--- config.mk ---
export PLATFORM = sky130hd
export DESIGN_NAME = smb_cfg_target
export DESIGN_NICKNAME = d
export VERILOG_FILES = /design/src/rtl/smb_cfg_pkg.sv /design/src/rtl/smb_line_filter.sv /design/src/rtl/smb_bus_cond.sv /design/src/rtl/smb_regbank.sv /design/src/rtl/smb_cfg_target.sv
export SDC_FILE = /design/constraint.sdc
export NUM_CORES = 1
export LEC_CHECK = 0
export BUFFER_PORTS_ARGS = -buffer_cell sky130_fd_sc_hd__buf_2
export CAP_MARGIN = 20
export CORE_UTILIZATION = 57
export DETAILED_ROUTE_END_ITERATION = 12
export PLACE_DENSITY = 0.78
export SLEW_MARGIN = 25
export SYNTH_ARGS = -nofsm -noshare
export SYNTH_HDL_FRONTEND = slang
export SYNTH_SLANG_ARGS = --single-unit
--- constraint.sdc ---
create_clock -name clk_i -period 3.15 [get_ports clk_i]
set_input_delay 0.63 -clock clk_i [delete_from_list [all_inputs] [get_ports clk_i]]
set_output_delay 0.63 -clock clk_i [all_outputs]
set_load 0.01 [all_outputs]
--- src/rtl/smb_cfg_pkg.sv ---
package smb_cfg_pkg;
  typedef enum logic [2:0] {
    ST_IDLE,
    ST_RX,
    ST_RX_ACK,
    ST_TX,
    ST_TX_ACK
  } smb_state_e;

  typedef enum logic [1:0] {
    STG_ADDR,
    STG_IDX,
    STG_CNT,
    STG_DATA
  } smb_stage_e;
endpackage

--- src/rtl/smb_line_filter.sv ---
module smb_line_filter #(
  parameter int SYNC_STAGES = 2,
  parameter int FILT_LEN    = 3
) (
  input  logic clk_i,
  input  logic rst_ni,
  input  logic line_i,
  output logic line_o
);
  logic [SYNC_STAGES-1:0] sync_q;
  logic [FILT_LEN-1:0]    hist_q;
  logic                   out_q;

  always_ff @(posedge clk_i or negedge rst_ni) begin
    if (!rst_ni) begin
      sync_q <= '1;
      hist_q <= '1;
      out_q  <= 1'b1;
    end else begin
      sync_q <= {sync_q[SYNC_STAGES-2:0], line_i};
      hist_q <= {hist_q[FILT_LEN-2:0], sync_q[SYNC_STAGES-1]};
      if (&hist_q)       out_q <= 1'b1;
      else if (~|hist_q) out_q <= 1'b0;
    end
  end

  assign line_o = out_q;

  AST_FILT_AGREE: assert property (@(posedge clk_i) disable iff (!rst_ni)
    (out_q != $past(out_q)) |-> ($past(hist_q) == {FILT_LEN{out_q}}));
endmodule

--- src/rtl/smb_bus_cond.sv ---
module smb_bus_cond (
  input  logic clk_i,
  input  logic rst_ni,
  input  logic scl_i,
  input  logic sda_i,
  output logic scl_rise_o,
  output logic scl_fall_o,
  output logic start_o,
  output logic stop_o
);
  logic scl_q, sda_q;

  always_ff @(posedge clk_i or negedge rst_ni) begin
    if (!rst_ni) begin
      scl_q <= 1'b1;
      sda_q <= 1'b1;
    end else begin
      scl_q <= scl_i;
      sda_q <= sda_i;
    end
  end

  assign scl_rise_o = scl_i & ~scl_q;
  assign scl_fall_o = ~scl_i & scl_q;
  assign start_o    = scl_i & scl_q & sda_q & ~sda_i;
  assign stop_o     = scl_i & scl_q & ~sda_q & sda_i;

  AST_COND_EXCL: assert property (@(posedge clk_i) disable iff (!rst_ni)
    $onehot0({scl_rise_o, scl_fall_o, start_o, stop_o}));
endmodule

--- src/rtl/smb_regbank.sv ---
module smb_regbank #(
  parameter int         NUM_REGS = 16,
  parameter int         CNT_IDX  = 8,
  parameter logic [7:0] CNT_RST  = 8'h10
) (
  input  logic                  clk_i,
  input  logic                  rst_ni,
  input  logic                  we_i,
  input  logic [7:0]            widx_i,
  input  logic [7:0]            wdata_i,
  input  logic [7:0]            ridx_i,
  output logic [7:0]            rdata_o,
  output logic [7:0]            cnt_o,
  output logic [NUM_REGS*8-1:0] regs_o
);
  localparam int         IDX_W = $clog2(NUM_REGS);
  localparam logic [8:0] NREG9 = 9'(NUM_REGS);

  logic [7:0] mem_q [NUM_REGS];

  for (genvar i = 0; i < NUM_REGS; i++) begin : g_reg
    localparam logic [7:0] RST_V = (i == CNT_IDX) ? CNT_RST : 8'h00;
    always_ff @(posedge clk_i or negedge rst_ni) begin
      if (!rst_ni)                                     mem_q[i] <= RST_V;
      else if (we_i && widx_i[IDX_W-1:0] == IDX_W'(i)) mem_q[i] <= wdata_i;
    end
    assign regs_o[i*8 +: 8] = mem_q[i];
  end

  assign rdata_o = ({1'b0, ridx_i} < NREG9) ? mem_q[ridx_i[IDX_W-1:0]] : 8'h00;
  assign cnt_o   = mem_q[CNT_IDX];

  AST_WR_IN_RANGE: assert property (@(posedge clk_i) disable iff (!rst_ni)
    we_i |-> ({1'b0, widx_i} < NREG9));
endmodule

--- src/rtl/smb_cfg_target.sv ---
module smb_cfg_target #(
  parameter int         NUM_REGS    = 16,
  parameter int         CNT_IDX     = 8,
  parameter logic [7:0] CNT_RST     = 8'h10,
  parameter logic [6:0] ADDR_LO     = 7'h68,
  parameter logic [6:0] ADDR_HI     = 7'h60,
  parameter int         SYNC_STAGES = 2,
  parameter int         FILT_LEN    = 3
) (
  input  logic                  clk_i,
  input  logic                  rst_ni,
  input  logic                  scl_i,
  input  logic                  sda_i,
  input  logic                  addr_sel_i,
  output logic                  sda_oe_o,
  output logic [2:0]            cpu_fsel_o,
  output logic                  ssc_en_o,
  output logic [3:0]            ssc_amt_o,
  output logic [NUM_REGS*8-1:0] regs_o
);
  import smb_cfg_pkg::*;

  localparam logic [8:0] NREG9   = 9'(NUM_REGS);
  localparam int         FSEL_RG = 0;
  localparam int         SSC_RG  = 3;

  logic scl_f, sda_f;
  logic scl_rise, scl_fall, start_w, stop_w;

  smb_line_filter #(.SYNC_STAGES(SYNC_STAGES), .FILT_LEN(FILT_LEN)) u_scl_filt (
    .clk_i(clk_i), .rst_ni(rst_ni), .line_i(scl_i), .line_o(scl_f));
  smb_line_filter #(.SYNC_STAGES(SYNC_STAGES), .FILT_LEN(FILT_LEN)) u_sda_filt (
    .clk_i(clk_i), .rst_ni(rst_ni), .line_i(sda_i), .line_o(sda_f));

  smb_bus_cond u_cond (
    .clk_i(clk_i), .rst_ni(rst_ni), .scl_i(scl_f), .sda_i(sda_f),
    .scl_rise_o(scl_rise), .scl_fall_o(scl_fall),
    .start_o(start_w), .stop_o(stop_w));

  smb_state_e state_q;
  smb_stage_e stage_q;
  logic [3:0] bit_cnt_q;
  logic [7:0] rx_sh_q, tx_sh_q, ptr_q, left_q;
  logic       ack_q, rd_pend_q, host_ack_q;
  logic       strap_q, strap_done_q;
  logic [6:0] own_addr;
  logic       we;
  logic [7:0] rdata, cnt_w;

  // strap capture, once after reset release
  always_ff @(posedge clk_i or negedge rst_ni) begin
    if (!rst_ni) begin
      strap_q      <= 1'b0;
      strap_done_q <= 1'b0;
    end else if (!strap_done_q) begin
      strap_q      <= addr_sel_i;
      strap_done_q <= 1'b1;
    end
  end

  assign own_addr = strap_q ? ADDR_HI : ADDR_LO;

  assign we = (state_q == ST_RX) && (stage_q == STG_DATA) && scl_fall &&
              (bit_cnt_q == 4'd8) && (left_q != 8'h00) && ({1'b0, ptr_q} < NREG9);

  smb_regbank #(.NUM_REGS(NUM_REGS), .CNT_IDX(CNT_IDX), .CNT_RST(CNT_RST)) u_regs (
    .clk_i(clk_i), .rst_ni(rst_ni),
    .we_i(we), .widx_i(ptr_q), .wdata_i(rx_sh_q),
    .ridx_i(ptr_q), .rdata_o(rdata), .cnt_o(cnt_w), .regs_o(regs_o));

  always_ff @(posedge clk_i or negedge rst_ni) begin
    if (!rst_ni) begin
      state_q    <= ST_IDLE;
      stage_q    <= STG_ADDR;
      bit_cnt_q  <= '0;
      rx_sh_q    <= '0;
      tx_sh_q    <= '1;
      ptr_q      <= '0;
      left_q     <= '0;
      ack_q      <= 1'b0;
      rd_pend_q  <= 1'b0;
      host_ack_q <= 1'b0;
    end else if (start_w) begin
      state_q   <= ST_RX;
      stage_q   <= STG_ADDR;
      bit_cnt_q <= '0;
      ack_q     <= 1'b0;
      rd_pend_q <= 1'b0;
    end else if (stop_w) begin
      state_q   <= ST_IDLE;
      bit_cnt_q <= '0;
      ack_q     <= 1'b0;
      rd_pend_q <= 1'b0;
    end else begin
      unique case (state_q)
        ST_RX: begin
          if (scl_rise && bit_cnt_q < 4'd8) begin
            rx_sh_q   <= {rx_sh_q[6:0], sda_f};
            bit_cnt_q <= bit_cnt_q + 4'd1;
          end else if (scl_fall && bit_cnt_q == 4'd8) begin
            bit_cnt_q <= '0;
            state_q   <= ST_RX_ACK;
            ack_q     <= 1'b1;
            unique case (stage_q)
              STG_ADDR: begin
                if (rx_sh_q[7:1] != own_addr) begin
                  state_q <= ST_IDLE;
                  ack_q   <= 1'b0;
                end else if (rx_sh_q[0]) begin
                  rd_pend_q <= 1'b1;
                end else begin
                  stage_q <= STG_IDX;
                end
              end
              STG_IDX: begin
                ptr_q   <= rx_sh_q;
                stage_q <= STG_CNT;
              end
              STG_CNT: begin
                left_q  <= rx_sh_q;
                stage_q <= STG_DATA;
              end
              STG_DATA: begin
                if (left_q != 8'h00) begin
                  left_q <= left_q - 8'd1;
                  ptr_q  <= ptr_q + 8'd1;
                end else begin
                  ack_q <= 1'b0;
                end
              end
              default: ;
            endcase
          end
        end
        ST_RX_ACK: begin
          if (scl_fall) begin
            ack_q <= 1'b0;
            if (rd_pend_q) begin
              state_q   <= ST_TX;
              tx_sh_q   <= cnt_w;
              rd_pend_q <= 1'b0;
            end else begin
              state_q <= ST_RX;
            end
          end
        end
        ST_TX: begin
          if (scl_fall) begin
            if (bit_cnt_q == 4'd7) begin
              state_q   <= ST_TX_ACK;
              bit_cnt_q <= '0;
            end else begin
              tx_sh_q   <= {tx_sh_q[6:0], 1'b1};
              bit_cnt_q <= bit_cnt_q + 4'd1;
            end
          end
        end
        ST_TX_ACK: begin
          if (scl_rise) host_ack_q <= ~sda_f;
          if (scl_fall) begin
            if (host_ack_q) begin
              state_q <= ST_TX;
              tx_sh_q <= rdata;
              ptr_q   <= ptr_q + 8'd1;
            end else begin
              state_q <= ST_IDLE;
            end
          end
        end
        default: ;
      endcase
    end
  end

  assign sda_oe_o   = ((state_q == ST_RX_ACK) && ack_q) ||
                      ((state_q == ST_TX) && !tx_sh_q[7]);
  assign cpu_fsel_o = regs_o[FSEL_RG*8 +: 3];
  assign ssc_en_o   = regs_o[FSEL_RG*8 + 4];
  assign ssc_amt_o  = regs_o[SSC_RG*8 +: 4];

  AST_SDA_LOW_PHASE: assert property (@(posedge clk_i) disable iff (!rst_ni)
    (scl_f && $past(scl_f) && !$past(start_w) && !$past(stop_w)) |-> $stable(sda_oe_o));
  AST_ACK_HOLD: assert property (@(posedge clk_i) disable iff (!rst_ni)
    ($past(state_q) == ST_RX_ACK && state_q == ST_RX_ACK) |-> $stable(sda_oe_o));
  AST_STOP_RELEASE: assert property (@(posedge clk_i) disable iff (!rst_ni)
    $past(stop_w) |-> !sda_oe_o);
  AST_BIT_RANGE: assert property (@(posedge clk_i) disable iff (!rst_ni)
    bit_cnt_q <= 4'd8);
  AST_NACK_QUIET: assert property (@(posedge clk_i) disable iff (!rst_ni)
    ($past(state_q) == ST_TX_ACK && state_q == ST_IDLE) |-> !sda_oe_o);
endmodule

==> flow_summary.toml <==
[run_status]
outcome = "finished, final reports clean"

[clock_network]
clock-sinks = 188
numCtsBuffers = 17
cts_setup_buffers = 0
cts.repair.resized = 0
cts_tree = "built"
cts_htree_levels = 4
clk_pin_slew_ns = 0.07
root_buffer = "clkbuf_16"
worstSkewPairLatency_ns = 0.43
hold_buffers = 0
clock_path_buffers = 2

[yosys]
syn-cell-area_um2 = 9480
synth_top_family_by_area = "multiplexers"
synth-simple-area-share = 0.120
synth-compound-area-share = 0.0808
synthCells = 757
synth_mux_area_frac = 0.246
syn_nets = 775
synthDominantCellAreaShare = 0.436
ys_seq_area_frac = 0.499
ys_seq_elements = 188
synthXorXnorAreaFrac = 0.00277
synth.largest_area_cell = "dfrtp_1"
yosys.cell_types.count = 67
synth-edff-count = 0
synth_area_per_cell_um2 = 12.5
synthArstFlopShare = 1.00
synth_ff_type = "dfrtp_1"
yosys.area_share.adder = 0.0172
yosysWarnings = 0
synth_area_leaders = "dfrtp_1 (44%), mux2_2 (15%), mux4_2 (7.6%)"

[timing]
worst_slack_ns = 0.398
setup_tns_ns = 0
fin_crit_ns = 2.75
setup_viol = 0
hold_viol = 0
rsz0062_at_grt = "false"
fin_skew_ns = 0.00938
worst_slew_pin_slew_ns = 0.962
period_share = 0.874
max-slew-margin-rel = 0.359
slew_viol_final = 0
fmax_mhz = 363

[worst_setup_path]
endpoint_kind = "flop"
cp_slowest_cell = "nand2b_1"
cp.depth = 8
worstPathArrival_ns = 3.07
path_cells = "inv_1 > ha_1 > nor3b_1 > nand2_1 > nand4_4 > buf_4 > nand2b_1 > mux2_2"
cp.required_ns = 3.46
path_class = "flop to flop"
startpoint_type = "flop"
r2r_slack_ns = 0.40
max_stage_delay_ns = 0.41
ff2ff_path_depth = 8
path_buf_inv = 2
path_delay_family = "simple AND/OR/NAND/NOR gates"
cp_max_fo = 8

[detailed_routing]
viasPerCell = 6.14
drt_wl_total_um = 24400
drt_first_pass_iters = 5
wl_per_cell_um = 22.0
vias = 6818
drt_iter0_drc = 436
postRouteAntennaNets = 0
drc = 0

[floorplanning]
die_y_um = 131
ios = 142
die_w_um = 131
rows = 46
coreArea_um2 = 16100
die_area_um2 = 17200
initial_core_util = 0.590

[power_and_ir_drop]
p_int_uw = 3720
pwr-share-clk = 0.391
combPwrFrac = 0.073
p_seq_frac = 0.537
netSwitchingPower_uw = 1610
switching_share = 0.303
peakVddDrop_mv = 0.470
p_per_area_nw_per_um2 = 488
p_leak_uw = 0.00551

[final_layout]
layout.nets = 898
syn2layout_area_growth_pct = 15.3
fillers = 1157
drive_above_1_share = 0.450

[global_route]
grt-ovfl-total = 0
first_global_vias = 6966
grt_usage = 0.300
grt_max_degree = 66
grt_antenna_before_repair = 0
grt_pass1_wl_um = 38000

[placement]
numPortBuffers = 141
place.gp.congestion = 0.887
dp_slack_ns = 0.496
place_hpwl_um = 16700

[hold_path]
min_path_type = "input port to async pin"

[run]
drv_cap = 0
-- stage by stage --
stage	cells	cell area (um^2)	hold slack [ns]	total power [uW]	util
2_1_floorplan	757	9480	0.334	3010	-
4_1_cts	1109	10900	0.204	5350	0.681
5_1_grt	1109	10900	0.213	5530	0.681
3_5_place_dp	1077	10400	0.348	3280	0.645
6_report	1110	10900	0.178	5330	0.681
3_3_place_gp	1077	10400	0.350	3250	0.645
-- power by group through the flow --
stage                     registers (uW)  clock network, uW  logic (uW)
after floorplan                     2590                  0         422
after global routing                2870               2220         433
after CTS                           2850               2110         388
after global placement              2880                  0         367
final                               2860               2080         387
after detailed placement            2890                  0         386
-- per-layer routing --
metal	track usage	vias up	wire [um]
li1	-	3011	-
met1	0.399	3479	10200
met2	0.478	285	12100
met3	0.0729	43	1500
met4	0.120	0	590
met5	0	-	0
-- cells in the mapped netlist, types with 4 or more instances --
library cell    n
dfrtp_1       165
and3_1          4
nor2b_1         5
nand2b_1        7
o21ai_0        25
nor3_1          6
buf_1           8
o32a_1          7
a31oi_1         5
nor2_1         32
dfstp_2        23
a21oi_1        47
nand3b_1        6
ha_1           13
nor2_8         10
nand3_1        14
mux4_2         32
nand2_1        66
nor3b_1         5
a221o_1         4
buf_2           8
mux2i_1         7
mux2_1          7
inv_1          13
nor3_4          5
o22ai_1        11
buf_4           9
mux2_2        130
clkbuf_1       29
-- cells by family after synthesis --
group,after synthesis
simple gates,185
flops,188
compound gates,122
mux,176
buf+inv,69
fa+ha+maj,13
xor+xnor,3
other cells,1
-- registers in the layout (all words and copies together), names as in the netlist, 2 cells and up --
signal,count
u_regs.cnt_o,8
tx_sh_q,8
u_scl_filt.hist_q,3
u_sda_filt.sync_q,2
u_regs.regs_o,120
left_q,8
stage_q,2
rx_sh_q,8
state_q,3
u_scl_filt.sync_q,2
u_sda_filt.hist_q,3
bit_cnt_q,4
ptr_q,8
-- placed cells by master (no fill, tap or decap), types with 6 or more instances in the layout --
| cell | netlist | routed |
|---|---|---|
| nand3_1 | 14 | 14 |
| dfstp_2 | 23 | 23 |
| nor3_1 | 6 | 6 |
| nand3b_1 | 6 | 6 |
| clkbuf_16 | 0 | 17 |
| buf_2 | 8 | 140 |
| mux2_1 | 7 | 7 |
| o22ai_1 | 11 | 11 |
| nor2_8 | 10 | 10 |
| nand2b_1 | 7 | 7 |
| mux2_2 | 130 | 130 |
| nor2_1 | 32 | 32 |
| ha_1 | 13 | 13 |
| nand2_1 | 66 | 66 |
| dfrtp_1 | 165 | 164 |
| mux2i_1 | 7 | 7 |
| buf_4 | 9 | 16 |
| o32a_1 | 7 | 7 |
| mux4_2 | 32 | 32 |
| o21ai_0 | 25 | 25 |
| inv_1 | 13 | 13 |
| a21oi_1 | 47 | 47 |
-- final timing paths --
check / startpoint / to
min in group clk_i: sda_i / u_sda_filt.sync_q[0]
worst min register to register: u_scl_filt.sync_q[1] / u_scl_filt.hist_q[0]
worst min-delay path: rst_ni / bit_cnt_q[2]
worst max register to register: left_q[0] / u_regs.regs_o[123]
max in group asynchronous: rst_ni / u_regs.regs_o[35]
worst max-delay path: left_q[0] / u_regs.regs_o[123]
-- cell type report --
type,instances,area (um^2),share of cell area
clock inverters,13,123,0.0112
diodes,1,2.50,0.000229
flip-flops and latches,188,4730,0.433
well taps,216,270,0.0247
multi-input cells,500,4430,0.406
clock buffers,19,443,0.0405
inverters,14,52.6,0.00481
repair buffers,159,872,0.0798
(Power assumes the default switching activity.)
